[src/rtl/lane_pattern_gen.sv]
module lane_pattern_gen #(
  parameter int LANES = 16
) (
  input  logic             clk,
  input  logic             rst,
  input  logic             bist_start,
  input  logic             cmm_req,
  input  logic             loop_en,
  input  logic             loop_upper,
  input  logic [LANES-1:0] tx_mask_cfg,
  input  logic [LANES-1:0] rx_mask_cfg,
  input  logic             tx_sweep_en,
  input  logic             rx_sweep_en,
  input  logic             glob_sweep_en,
  input  logic [LANES-1:0] rx_lanes,
  output logic [LANES-1:0] tx_lanes,
  output logic [LANES-1:0] rx_lanes_fix
);
  localparam int HALF = LANES / 2;
  localparam int PW   = 2;

  logic [PW-1:0]    phase;
  logic             cmm_act;
  logic [LANES-1:0] tx_mask_q, rx_mask_q;
  logic [HALF-1:0]  loop_half;
  logic [LANES-1:0] base;
  logic             period_end, tx_rot, rx_rot, pat_bit;

  assign period_end = (phase == {PW{1'b1}});
  assign tx_rot     = (tx_sweep_en | glob_sweep_en) & period_end;
  assign rx_rot     = (rx_sweep_en | glob_sweep_en) & period_end;
  assign pat_bit    = ~phase[1];

  always_ff @(posedge clk) begin
    if (rst) begin
      phase     <= '0;
      cmm_act   <= 1'b0;
      tx_mask_q <= tx_mask_cfg;
      rx_mask_q <= rx_mask_cfg;
    end else begin
      phase   <= phase + 1'b1;
      cmm_act <= cmm_req & (cmm_act | bist_start);
      if (!(tx_sweep_en | glob_sweep_en)) tx_mask_q <= tx_mask_cfg;
      else if (tx_rot) tx_mask_q <= {tx_mask_q[LANES-2:0], tx_mask_q[LANES-1]};
      if (!(rx_sweep_en | glob_sweep_en)) rx_mask_q <= rx_mask_cfg;
      else if (rx_rot) rx_mask_q <= {rx_mask_q[LANES-2:0], rx_mask_q[LANES-1]};
    end
  end

  assign loop_half = loop_upper ? rx_lanes[LANES-1:HALF] : rx_lanes[HALF-1:0];

  always_comb begin
    if (loop_en)                  base = {loop_half, loop_half};
    else if (cmm_act | bist_start) base = {LANES{pat_bit}};
    else                          base = '0;
  end

  assign tx_lanes     = base ^ tx_mask_q;
  assign rx_lanes_fix = rx_lanes ^ rx_mask_q;
endmodule

[config.mk]
export PLATFORM = sky130hd
export DESIGN_NAME = lane_pattern_gen
export DESIGN_NICKNAME = d
export VERILOG_FILES = /design/src/rtl/lane_pattern_gen.sv
export SDC_FILE = /design/constraint.sdc
export NUM_CORES = 1
export LEC_CHECK = 0
export ABC_AREA = 1
export BUFFER_PORTS_ARGS = -buffer_cell sky130_fd_sc_hd__buf_2
export CORE_ASPECT_RATIO = 0.9
export CORE_MARGIN = 2
export CORE_UTILIZATION = 30
export CTS_CLUSTER_SIZE = 14
export DETAILED_ROUTE_END_ITERATION = 12
export SYNTH_ARGS = -nofsm -noshare
export SYNTH_HDL_FRONTEND = slang
export SYNTH_SLANG_ARGS = --single-unit
export TNS_END_PERCENT = 100
[constraint.sdc]
create_clock -name clk -period 4.17 [get_ports clk]
set_input_delay 1.251 -clock clk [delete_from_list [all_inputs] [get_ports clk]]
set_output_delay 1.251 -clock clk [all_outputs]
set_load 0.005 [all_outputs]
==> impl_metrics.yaml <==
clocking:
  clockBufferDepth: 2
  h-tree-depth: 2
  clk_latency_ns: 0.29
  cts_buffers: 5
  postCtsSetupBuffers: 0
  cts.sinks: 35
  root_buffer: "clkbuf_8"
  cts_tree: "yes"
  ctsHoldBuffers: 0
  ctsResizeCount: 0
  clk_pin_slew_ns: 0.07
logic_synthesis:
  yosys.area.top_type_share_pct: 47.32
  async_flop_share_pct: 0
  synth.avg_cell_area_um2: 8.026
  ys_ff_latch: 35
  synth_cells: 253
  netlist-cell-type-count: 17
  yosysSeqAreaShare_pct: 50.28
  ys_warn_count: 0
  synth_edf_count: 32
  netlist_area_mm2: 0.002031
  ys.flop_type: "edfxtp_1"
  synth_top_area_cell: "edfxtp_1"
  syn-num-nets: 311
  synth_area_leaders: "edfxtp_1, nand2_1, xor2_1"
floorplanning:
  dieHeight_um: 82.05
  die_w_um: 90.73
  num_io_pins: 89
  dieArea_mm2: 0.007444
  coreArea_mm2: 0.006551
  num_rows: 28
  start_util_pct: 31.00
critical_path:
  crit_family: "simple AND/OR/NAND/NOR gates"
  cp_cell_sequence: "buf_2 > inv_2 > nand2_2 > nand2_1 > nand2_1 > nand2_1 > buf_2"
  path_buf_inv: 3
  cp-startpoint: "loop_en"
  critPathMaxFanout: 24
  cp_slowest_cell: "nand2_2"
  cp-start-kind: "input pin"
  crit_path_frequent_cell: "nand2_1"
  end_kind: "primary output"
  cp.required_ns: 2.92
  worstSetupPathType: "in2out"
  slowest_delay_ns: 0.31
  crit-reg2reg-launch: "phase[0]"
  cp_data_arrival_time_ns: 2.23
timing:
  finalCritPeriodShare_pct: 83.48
  slew_headroom_pct: 51.45
  fin_skew_ns: 0.007654
  tightest_slew_ns: 0.7282
  final_hold_viol_count: 0
  grt_setup_unrepaired: "no"
  fin_crit_ns: 3.481
  setup_viol_count_final: 0
  fmax_ghz: 0.2872
  slew_viol_final: 0
  fin_tns_setup_ns: 0
detailed_routing:
  via_per_inst: 4.431
  drt-total-wl_um: 5221
  drc: 0
  wl_per_cell_um: 12.09
  final_antenna_net_count: 0
  first_pass_iters: 5
  vias: 1914
  drt_iter0_drc: 102
power_and_ir_drop:
  leakagePower_nw: 1.381
  ir_drop_mv: 0.1633
  power_density_mw_per_mm2: 351.4
global_routing:
  grt_pass1_wl_um: 8128
  overflow: 0
  grt_usage_pct: 14.19
  antenna_found_initial: 0
  grt_pass1_vias: 1770
  grt_max_degree: 34
placement:
  place_hpwl_um: 4034
  gp_congestion: 0.7661
  placed_cells_incl_taps: 424
  port_buffers: 88
outcome:
  status: "complete, no violations"
min_path:
  worst_hold_startpoint: "phase[0]"
  hold_path.class: "reg2reg"
job:
  drv_cap: 0
finish:
  area_growth_pct: 29.45
  final_nets: 399
  final_cells: 432
  num_antenna_cells: 0
  drive_gt1_share_pct: 30.70
## stage by stage
| stage | instance area (um^2) | setup WS [ns] | utilization (%) | total power, W | hold WS (ns) |
|---|---|---|---|---|---|
| floorplan | 2031 | 1.072 | - | 0.0005829 | 0.3896 |
| global placement | 2540 | 0.6937 | 38.77 | 0.0006861 | 0.4005 |
| detailed placement | 2540 | 0.6805 | 38.77 | 0.0006901 | 0.4063 |
| CTS | 2629 | 0.6813 | 40.13 | 0.0009362 | 0.4228 |
| global route | 2629 | 0.5521 | 40.13 | 0.0009825 | 0.4695 |
| finish | 2629 | 0.6887 | 40.13 | 0.0009239 | 0.4239 |
## path summary, 6_finish.rpt
check / to / depth (start not counted) / slack, ns
max: tx_lanes[9] / 7 / 0.69
min: phase[0] / 1 / 0.42
max reg2reg: tx_mask_q[8] / 2 / 2.73
min reg2reg: phase[0] / 1 / 0.42
## worst reg2reg max path, delay by kind of cell, from the launching register on
| kind | cells | cell delay, ns |
|---|---|---|
| adder cells (fa/ha/maj) | 1 | 0.16 |
| AND/OR/NAND/NOR | 1 | 0.58 |
| flip-flops | 1 | 0.34 |
## per-layer routing
| metal | vias up | wire (um) | global-route usage (%) |
|---|---|---|---|
| li1 | 983 | - | - |
| met2 | 53 | 2519 | 24.40 |
| met5 | - | 0 | 0 |
| met3 | 5 | 303 | 4.771 |
| met1 | 873 | 2352 | 17.41 |
| met4 | 0 | 46 | 3.385 |
## sequential cells by signal, indices dropped and copies added, names as in the netlist
register and count:
rx_mask_q 16, phase 2, cmm_act 1, tx_mask_q 16
## where the power goes
group / switching [W] / internal [W] / total, W
Sequential: 0.0000224 / 0.000432 / 0.000454
Combinational: 0.000127 / 0.0000989 / 0.000225
Clock: 0.000128 / 0.000116 / 0.000244
## area by class of cell
| class | count | area, um^2 |
|---|---|---|
| fillers | 712 | 3923 |
| flip-flops and latches | 35 | 1021 |
| multi-input cells | 187 | 868.3 |
| repair buffers | 90 | 455.4 |
| well taps | 90 | 112.6 |
| inverters | 22 | 82.58 |
| clock buffers | 5 | 68.82 |
| clock inverters | 3 | 20.02 |
## cell families (layout without fill, tap and decap cells)
logic type / count (synthesis) / count (layout) / share of synthesized area [%]
DFF: 35 / 35 / 50.28
AOI/OAI and AO/OA: 20 / 20 / 5.669
xor gates and xnor gates: 16 / 16 / 6.901
and+or+nand+nor: 150 / 150 / 29.58
adders and majority gates: 1 / 1 / 0.6160
buffers and inverters: 31 / 120 / 6.962
## Yosys cell counts, types with 2 or more instances
cell type  instances
buf_2              5
o21ai_1           18
nand2_1          120
nand3_1           24
nor2_1             3
inv_1             18
edfxtp_1          32
buf_4              3
or2_1              2
xor2_1            16
dfxtp_1            3
inv_2              4
## cell usage in the layout (no fill, tap or decap)
cell type	count
buf_4	2
xor2_1	16
nand2_1	120
dfxtp_1	3
edfxtp_1	32
o21ai_1	18
o21ai_2	1
inv_1	18
nor2_1	3
buf_2	88
clkinvlp_4	2
clkbuf_8	5
ha_1	1
clkinv_2	1
inv_2	4
or2_1	2
nand3_1	24
o21ai_4	1
nand2_2	1
No activity file was read; power rests on OpenSTA's default activity.
